$ cat config.mk
export PLATFORM = sky130hd
export DESIGN_NAME = quad_sort_stream
export DESIGN_NICKNAME = d
export VERILOG_FILES = /design/src/rtl/qsort_pkg.sv /design/src/rtl/cx_cell.sv /design/src/rtl/sort_layer.sv /design/src/rtl/sort_net.sv /design/src/rtl/seq_ctrl.sv /design/src/rtl/quad_sort_stream.sv
export SDC_FILE = /design/constraint.sdc
export NUM_CORES = 1
export LEC_CHECK = 0
export ABC_AREA = 1
export CORE_UTILIZATION = 45
export CTS_BUF_LIST = sky130_fd_sc_hd__clkbuf_4 sky130_fd_sc_hd__clkbuf_8
export DETAILED_ROUTE_END_ITERATION = 12
export SYNTH_ARGS = -nofsm -noshare
export SYNTH_HDL_FRONTEND = slang
export SYNTH_SLANG_ARGS = --single-unit
$ cat constraint.sdc
create_clock -name clk -period 1.94 [get_ports clk]
set_clock_uncertainty 0.05 [all_clocks]
set_input_delay 0.388 -clock clk [delete_from_list [all_inputs] [get_ports clk]]
set_output_delay 0.388 -clock clk [all_outputs]
set_load 0.01 [all_outputs]
$ cat src/rtl/qsort_pkg.sv
package qsort_pkg;
  localparam int unsigned ELEM_W  = 8;
  localparam int unsigned N_ELEM  = 4;
  localparam int unsigned N_LAYER = 3;

  typedef enum logic [1:0] {
    PH_FILL  = 2'd0,
    PH_SORT  = 2'd1,
    PH_DRAIN = 2'd2
  } phase_e;
endpackage

$ cat src/rtl/cx_cell.sv
module cx_cell #(
  parameter int unsigned W = 8
) (
  input  logic [W-1:0] a,
  input  logic [W-1:0] b,
  output logic [W-1:0] lo,
  output logic [W-1:0] hi
);
  logic swap;

  // exchange only on strict less-than, so equal values stay put
  always_comb begin
    swap = (b < a);
    lo   = swap ? b : a;
    hi   = swap ? a : b;
  end

  // lower output never exceeds the upper one, and no value is lost
  always_comb begin
    a_cx_order_r5: assert (lo <= hi);
    a_cx_keep_r6:  assert ((lo == a && hi == b) || (lo == b && hi == a));
  end
endmodule

$ cat src/rtl/sort_layer.sv
module sort_layer #(
  parameter int unsigned W     = 8,
  parameter int unsigned N     = 4,
  parameter int unsigned LAYER = 0
) (
  input  logic                clk,
  input  logic                rst,
  input  logic                en,
  input  logic [N-1:0][W-1:0] d,
  output logic [N-1:0][W-1:0] q
);
  logic [N-1:0][W-1:0] nxt;

  generate
    if (LAYER == 0) begin : g_l0
      cx_cell #(.W(W)) u_c01 (.a(d[0]), .b(d[1]), .lo(nxt[0]), .hi(nxt[1]));
      cx_cell #(.W(W)) u_c23 (.a(d[2]), .b(d[3]), .lo(nxt[2]), .hi(nxt[3]));
    end else if (LAYER == 1) begin : g_l1
      cx_cell #(.W(W)) u_c02 (.a(d[0]), .b(d[2]), .lo(nxt[0]), .hi(nxt[2]));
      cx_cell #(.W(W)) u_c13 (.a(d[1]), .b(d[3]), .lo(nxt[1]), .hi(nxt[3]));
    end else begin : g_l2
      assign nxt[0] = d[0];
      assign nxt[3] = d[3];
      cx_cell #(.W(W)) u_c12 (.a(d[1]), .b(d[2]), .lo(nxt[1]), .hi(nxt[2]));
    end
  endgenerate

  always_ff @(posedge clk) begin
    if (rst)     q <= '0;
    else if (en) q <= nxt;
  end
endmodule

$ cat src/rtl/sort_net.sv
module sort_net #(
  parameter int unsigned W      = 8,
  parameter int unsigned N      = 4,
  parameter int unsigned LAYERS = 3
) (
  input  logic                clk,
  input  logic                rst,
  input  logic                start,
  input  logic [N-1:0][W-1:0] unsorted,
  output logic [N-1:0][W-1:0] sorted,
  output logic                done
);
  logic [LAYERS:0][N-1:0][W-1:0] lane;
  logic [LAYERS:0]               stg_en;

  assign lane[0]   = unsorted;
  assign stg_en[0] = start;

  genvar s;
  generate
    for (s = 0; s < LAYERS; s++) begin : g_layer
      sort_layer #(.W(W), .N(N), .LAYER(s)) u_layer (
        .clk (clk),
        .rst (rst),
        .en  (stg_en[s]),
        .d   (lane[s]),
        .q   (lane[s+1])
      );
      always_ff @(posedge clk) begin
        if (rst) stg_en[s+1] <= 1'b0;
        else     stg_en[s+1] <= stg_en[s];
      end
    end
  endgenerate

  assign sorted = lane[LAYERS];
  assign done   = stg_en[LAYERS];

  // when the last layer has captured, the result is ascending
  p_net_order_r5: assert property (@(posedge clk) disable iff (rst)
    done |-> (sorted[0] <= sorted[1] && sorted[1] <= sorted[2] && sorted[2] <= sorted[3]));
  // the last layer finishes exactly LAYERS-1 cycles after the first one took its input
  p_net_done_r4: assert property (@(posedge clk) disable iff (rst)
    $rose(done) |-> $past(stg_en[1], 2));
endmodule

$ cat src/rtl/seq_ctrl.sv
module seq_ctrl
  import qsort_pkg::*;
#(
  parameter int unsigned W      = 8,
  parameter int unsigned N      = 4,
  parameter int unsigned LAYERS = 3
) (
  input  logic                clk,
  input  logic                rst,
  input  logic                in_valid,
  input  logic [W-1:0]        in_data,
  input  logic                out_ready,
  output logic                in_ready,
  output logic                out_valid,
  output logic                start,
  output logic [N-1:0][W-1:0] slots,
  output logic [$clog2(N)-1:0] rd_idx,
  output phase_e              phase
);
  localparam int unsigned CW = $clog2(N);
  localparam int unsigned SW = $clog2(LAYERS);
  localparam logic [CW-1:0] LAST_SLOT  = CW'(N - 1);
  localparam logic [SW-1:0] LAST_LAYER = SW'(LAYERS - 1);

  logic [CW-1:0] fill_idx;
  logic [SW-1:0] step;
  logic          take_in, give_out;

  assign in_ready  = (phase == PH_FILL);
  assign out_valid = (phase == PH_DRAIN);
  assign take_in   = in_valid && in_ready;
  assign give_out  = out_valid && out_ready;
  assign start     = (phase == PH_SORT) && (step == '0);

  always_ff @(posedge clk) begin
    if (rst) begin
      phase    <= PH_FILL;
      fill_idx <= '0;
      step     <= '0;
      rd_idx   <= '0;
      slots    <= '0;
    end else begin
      unique case (phase)
        PH_FILL: begin
          if (take_in) begin
            slots[fill_idx] <= in_data;
            if (fill_idx == LAST_SLOT) begin
              fill_idx <= '0;
              step     <= '0;
              phase    <= PH_SORT;
            end else begin
              fill_idx <= fill_idx + 1'b1;
            end
          end
        end
        PH_SORT: begin
          if (step == LAST_LAYER) begin
            step   <= '0;
            rd_idx <= '0;
            phase  <= PH_DRAIN;
          end else begin
            step <= step + 1'b1;
          end
        end
        PH_DRAIN: begin
          if (give_out) begin
            if (rd_idx == LAST_SLOT) begin
              rd_idx <= '0;
              phase  <= PH_FILL;
            end else begin
              rd_idx <= rd_idx + 1'b1;
            end
          end
        end
        default: phase <= PH_FILL;
      endcase
    end
  end

  // once the fourth value is in, the input side stays closed next cycle
  p_close_after_fill_r3: assert property (@(posedge clk) disable iff (rst)
    (take_in && fill_idx == LAST_SLOT) |=> !in_ready);
  // nothing is stored while not filling
  p_slots_frozen_r8: assert property (@(posedge clk) disable iff (rst)
    (phase != PH_FILL) |=> $stable(slots));
  // an idle fill cycle leaves the fill position unchanged
  p_idle_hold_r11: assert property (@(posedge clk) disable iff (rst)
    (phase == PH_FILL && !in_valid) |=> $stable(fill_idx));
  // after the last output transfer the block is back to filling
  p_refill_r9: assert property (@(posedge clk) disable iff (rst)
    (give_out && rd_idx == LAST_SLOT) |=> (in_ready && !out_valid));
endmodule

$ cat src/rtl/quad_sort_stream.sv
module quad_sort_stream
  import qsort_pkg::*;
#(
  parameter int unsigned W      = ELEM_W,
  parameter int unsigned N      = N_ELEM,
  parameter int unsigned LAYERS = N_LAYER
) (
  input  logic         clk,
  input  logic         rst,
  input  logic         in_valid,
  output logic         in_ready,
  input  logic [W-1:0] in_data,
  output logic         out_valid,
  input  logic         out_ready,
  output logic [W-1:0] out_data,
  output logic         busy
);
  localparam int unsigned CW = $clog2(N);

  logic [N-1:0][W-1:0] slots;
  logic [N-1:0][W-1:0] sorted;
  logic [CW-1:0]       rd_idx;
  logic                start, done;
  phase_e              phase;

  seq_ctrl #(.W(W), .N(N), .LAYERS(LAYERS)) u_ctrl (
    .clk       (clk),
    .rst       (rst),
    .in_valid  (in_valid),
    .in_data   (in_data),
    .out_ready (out_ready),
    .in_ready  (in_ready),
    .out_valid (out_valid),
    .start     (start),
    .slots     (slots),
    .rd_idx    (rd_idx),
    .phase     (phase)
  );

  sort_net #(.W(W), .N(N), .LAYERS(LAYERS)) u_net (
    .clk      (clk),
    .rst      (rst),
    .start    (start),
    .unsorted (slots),
    .sorted   (sorted),
    .done     (done)
  );

  assign out_data = sorted[rd_idx];
  assign busy     = (phase != PH_FILL);

  // the network result lands exactly as the drain phase begins
  p_done_meets_drain_r4: assert property (@(posedge clk) disable iff (rst)
    done |-> (out_valid && $rose(out_valid)));
  // output opens four edges after the edge that took the last input
  p_drain_latency_r4: assert property (@(posedge clk) disable iff (rst)
    $rose(out_valid) |-> $past(in_valid && in_ready, 4));
  // a stalled output holds its value
  p_out_hold_r7: assert property (@(posedge clk) disable iff (rst)
    (out_valid && !out_ready) |=> (out_valid && $stable(out_data)));
  // busy and input readiness are never high together
  p_busy_excl_r3: assert property (@(posedge clk) disable iff (rst)
    !(busy && in_ready));
endmodule

### Yosys cells after proc, flatten, opt, wreduce, memory -nomap -nowiden

Index checks and enable logic that the tools add are counted.

| storage, ports and cells | value |
|---|---|
| register bits | 138 |
| bits of input ports | 12 |

| cells by class | value |
|---|---|
| $add $sub $neg | 3 |
| reduce and logical (&&, ||, !) cells | 13 |
| mux-type cells | 30 |
| $lt $le $gt $ge | 8 |
| eq/ne operators | 10 |

Operators by type and width:

| operator | count |
|---|---|
| 8-bit two-way mux | 12 |
| 8-bit less-than comparator | 5 |
| 32-bit bitwise mux | 1 |
| 2-bit two-way mux | 12 |
| 8-bit binary-select mux with 2-bit select | 1 |
| 8-bit demux with 2-bit select | 1 |
| 2-bit != test, second input constant | 5 |
| 2-bit == test, second input constant | 4 |
| 2-bit case mux with 2 select lines | 2 |
| 2-bit by 1-bit adder with 2-bit output, second input constant | 3 |
| 2-bit by 3-bit less-than comparator with 1-bit output, second input constant | 2 |
| 2-bit case mux with 3 select lines | 1 |
| 3-bit AND reduction | 2 |
| 2-bit nonzero test | 3 |
| 5-bit AND reduction | 1 |
| 1-bit logical AND | 4 |
| 2-bit zero test | 2 |
| 2-bit by 1-bit == test with 1-bit output, second input constant | 1 |
| 2-bit by 1-bit greater-or-equal comparator with 1-bit output, second input constant | 1 |
| 2-bit AND reduction | 1 |

### Depth between registers and ports, before layout

| depth | value |
|---|---|
| depth in word-level cells | 5 |
| gate-level depth with buffers | 12 |

### Modules after synthesis

From an unflattened synthesis, not the netlist that was laid out.

| second synthesis, totals | value |
|---|---|
| cell total of the unflattened synthesis | 1356 |
| area, all modules | 8536.9 um^2 |

By module, submodules not included:

| module | times used | area an instance (um^2) | sequential area each (um^2) | cells each |
|---|---|---|---|---|
| sort_layer | 3 | 1338.8 | 640.6 | 203 |
| cx_cell | 5 | 469.2 | 0.0 | 84 |
| seq_ctrl | 1 | 1690.4 | 800.8 | 223 |
| quad_sort_stream | 1 | 401.6 | 0.0 | 95 |
| sort_net | 1 | 82.6 | 60.1 | 9 |

### Worst setup path before layout

OpenSTA, ideal clock, no wires.

| path | value |
|---|---|
| kind | flip-flop to flip-flop |
| from | reg u_net.g_layer[0].u_layer.q[5] (netlist bit) |
| to | reg u_net.g_layer[1].u_layer.q[0] (netlist bit) |
| period minus slack after synthesis | 1649 ps |
| data required time | 1758 ps |
| arrival | 1467 ps |
| setup slack | 291 ps |
| cell stages (with the launch flop) | 10 |
| path buffers | 2 |
| setup time | 132 ps |
| cell sequence | dfxtp_1 inv_1 ha_1 a21oi_1 o21a_1 buf_2 buf_2 nand3_1 nand3_1 a21oi_1 |

| between the ends | value |
|---|---|
| word-level cells in the longest chain between the ends | 2 |

RTL lines:

| what | RTL line | text |
|---|---|---|
| start: declaration | sort_layer.sv:10 | `output logic [N-1:0][W-1:0] q` |
| start signal: assignment | sort_layer.sv:30 | `else if (en) q <= nxt;` |
| 8-bit less-than comparator | cx_cell.sv:13 | `swap = (b < a);` |
| 8-bit two-way mux | cx_cell.sv:14 | `lo = swap ? b : a;` |
| end signal: assignment | sort_layer.sv:30 |  |
| end: declaration | sort_layer.sv:10 |  |

No other way between the ends.
A chain may end at the register's enable or synchronous reset.

### Final worst setup path

| path | value |
|---|---|
| from | reg u_ctrl.rd_idx[0] |
| to | out out_data[3] |

| between the ends | value |
|---|---|
| word-level cells in the longest chain between the ends | 2 |

RTL lines:

| what | RTL line | text |
|---|---|---|
| start: declaration | seq_ctrl.sv:17 | `output logic [$clog2(N)-1:0] rd_idx,` |
| start signal: assignment | seq_ctrl.sv:71 | `rd_idx <= rd_idx + 1'b1;` |
| 8-bit binary-select mux with 2-bit select | quad_sort_stream.sv:49 | `assign out_data = sorted[rd_idx];` |
| 8-bit two-way mux (not written as such) | quad_sort_stream.sv:49 |  |
| end: declaration | quad_sort_stream.sv:15 | `output logic [W-1:0] out_data,` |

No other way between the ends. The select of a mux whose other input is x is not followed.

==> results by group <==
Die
  – FP Rows: 45
  – Die width: between 100 and 150 µm
  – I/O pin count: 23
  – Die area: ~16000 µm²
  – Die Y: roughly 130 µm
  – Initial Utilization: a little under half
  – Total core area: 15400 µm²

Yosys
  – Post-Synth Adder-Cell Area: under 10%
  – Largest family of logic cells by synthesized area: simple AND/OR/NAND/NOR gates
  – Sequential area share after synthesis: between 30% and 40%
  – Cell accounting for the most synthesized area: dfxtp_1
  – Mux contribution to synthesized area: 0%
  – Simple-Gate Fraction of Synth Area: a little over a quarter
  – Top FF cell, synth: dfxtp_1
  – Post-synthesis register bit count: 138
  – Syn_nets: between 1000 and 1500
  – Number of synthesized flops with an enable pin: 0
  – Warnings from Yosys: 0
  – Yosys cell types: 29
  – Mean Syn Cell Area: 6.92 µm²
  – Most common cell in the netlist: nand2_1
  – Cells after Synth: slightly above 1000
  – Area contributors post-synth: dfxtp_1 38%, nand3_1 9.0%, nand2_1 8.9%
  – Mapped cell area: roughly 7200 µm²
  – Top cells by count, synth: 171 x nand2_1, 138 x dfxtp_1, 136 x nor2_1, 129 x nand3_1, 125 x a21oi_1
  – Fraction of registers with async set/reset: 0%
  – Xor and xnor fraction of the mapped netlist area: 0%
  – Synth top area share: between 30% and 40%
  – Complex-gate fraction of the synthesized area: approximately 18%

Power and ir drop
  – Pwr dens: approximately 870 nW/µm²
  – P_sw: 2.08 mW
  – Switching Fraction: between 20% and 30%
  – Sequential Power Share: a little over two fifths
  – Share of total power in combinational logic: slightly above 20%
  – Int Pwr: 5.06 mW
  – Max VDD drop: roughly 0.55 mV
  – Leakage power total: roughly 3.5 nW
  – Clock power frac: a little under two fifths

Setup path
  – Startpoint Class: flip-flop
  – Setup CP Type: reg -> out
  – Data required, critical path: approximately 1.5 ns
  – Crit path arrival time: around 1.4 ns
  – Peak fanout along the critical path: 12
  – R2R setup slack: 0.13 ns
  – CP Capture Type: output port

Cells and area
  – Nets: 1109
  – Final Non-Filler Cells: approximately 1300
  – Area Overhead vs Synth: 14.8%
  – # diodes: 0
  – Layout cells sized above 1: 10.7%

Global route
  – Gr ovfl total: 0
  – Number of global-route vias before repair: around 5800
  – Global-route wire length before repair: 29000 µm
  – Largest net degree at the start of global routing: between 80 and 90
  – Tot GR Track Use: between 20 and 25%
  – Initial antenna violation count: 0

Timing
  – RSZ-0062 raised after global routing: yes
  – Worst Tran Pin Value: slightly above 0.6 ns
  – Setup TNS: 0 ns
  – Min Tclk post-route: 1.81 ns
  – Final period util: between 90% and 100%
  – Max Clk Rate: 554 MHz
  – Final Setup Violations: 0
  – Endpoints failing hold: 0
  – Slew Limit Headroom: a little under 60%
  – Max-slew violation count: 0

Job
  – Max cap viols: 0

Clock network
  – CTS Root Cell: clkbuf_8
  – CTS sink count: 138
  – TritonCTS clock tree: yes
  – CTS clock-pin slew for the worst setup and hold paths: 0.07 ns
  – Inserted Clock Buffers: 17
  – CTS Buffer Depth: 2
  – Clock insertion delay at the later pin of the skew report: between 0.4 and 0.5 ns
  – # H-tree levels: 4

Drt
  – Pre-antenna DRT Iters: 10
  – Post-DRT Antenna Nets: 0
  – DRC: 0
  – Initial drt markers: roughly 470
  – Via count: approximately 6400
  – Via density: between 5 and 6
  – DR WL/cell: ~14 µm
  – WL final: between 15000 and 20000 µm

Place
  – I/O Buffers: 22
  – Gpl congestion: approximately 0.82
  – Placed cell count: around 1200
  – Post-DP HPWL: 12400 µm

Min path
  – Hold/Removal Path Class: reg -> reg

Run status
  – Status: completed
-- cells by family after synthesis --
logic type,after synthesis
flops,138
buf+inv,166
fa+ha+maj,40
simple gates,447
compound gates,248
-- state kept, by name, indices dropped and copies added, names as in the netlist --
name                     count
u_ctrl.step                  2
u_net.stg_en                 2
u_ctrl.rd_idx                2
u_ctrl.fill_idx              2
u_ctrl.slots                32
u_ctrl.phase                 2
u_net.g_layer.u_layer.q     96
-- layout make-up --
type	count	area, µm²
fill	1559	7120
multi-input combinational	737	3760
sequential	138	2770
timing repair buffer	62	608
inverter	101	379
clock buffer	23	310
tap	211	264
clock inverter	9	160
-- placed cells by master (no fill, tap or decap), drive strengths merged --
cell and count:
nand2 180, nor2 139, dfxtp 138, nand3 129, a21oi 125, inv 100, o21ai 98, buf 41
ha 40, clkbuf 31, clkdlybuf4s50 10, o22ai 8, a21boi 7, o21a 5, bufinv 4, clkinvlp 3
clkinv 3, o21bai 2, dlymetal6s2s 2, nor3 1, a31oi 1, o211ai 1, a211oi 1, dlygate4sd2 1
-- per-stage QoR --
stage | total power [mW] | cell area, µm² | util, % | setup WS [ns] | hold WS (ns)
4_1_cts | 7.11 | 8210 | 53.4 | -0.0177 | 0.419
3_5_place_dp | 4.43 | 7740 | 50.4 | 0.0576 | 0.405
3_3_place_gp | 4.41 | 7740 | 50.4 | 0.0486 | 0.403
6_report | 7.14 | 8250 | 53.7 | 0.133 | 0.417
2_1_floorplan | 4.11 | 7190 | - | 0.291 | 0.391
5_1_grt | 7.52 | 8250 | 53.7 | -0.00251 | 0.439
-- power groups by stage --
stage               clock, mW  combinational, mW  sequential (mW)
finish                   2.70               1.46             2.98
global route             2.86               1.67             2.99
CTS                      2.74               1.39             2.98
detailed placement          0               1.39             3.04
global placement            0               1.38             3.04
floorplan                   0               1.09             3.02
-- worst paths after layout --
check / startpoint / endpoint / cells after the start
max: u_ctrl.rd_idx[0]$_SDFFE_PP0P_ / out_data[3] / 5
min: u_net.g_layer[1].u_layer.q[13]$_SDFFE_PP0P_ / u_net.g_layer[1].u_layer.q[13]$_SDFFE_PP0P_ / 2
max reg2reg: u_ctrl.slots[23]$_SDFFE_PP0P_ / u_net.g_layer[0].u_layer.q[27]$_SDFFE_PP0P_ / 8
min reg2reg: u_net.g_layer[1].u_layer.q[13]$_SDFFE_PP0P_ / u_net.g_layer[1].u_layer.q[13]$_SDFFE_PP0P_ / 2
-- per-layer routing --
layer / vias up / share of wire (%) / global-route usage, %
met5: - / 0 / 0
met4: 0 / 1.5 / 6.51
met3: 18 / 3.0 / 4.62
met2: 82 / 47 / 37.0
met1: 2880 / 49 / 30.1
li1: 3459 / - / -
-- worst max-delay path, cell delays in order, from the launching register on --
cell	delay, ns
dfxtp_2	0.33
inv_1	0.08
buf_6	0.15
nor2_1	0.05
o22ai_1	0.17
clkbuf_2	0.16
-- repair_timing --
| action | 4_1_cts | 5_1_grt |
|---|---|---|
| buffers inserted | 0 | 1 |
| gates cloned | 0 | 2 |
| setup endpoints to repair | 10 | 36 |
| pin swaps | 0 | 5 |
| hold buffers | 0 | 0 |
| resized for setup | 20 | 30 |
Note: power is estimated with default switching activity, not from simulation.
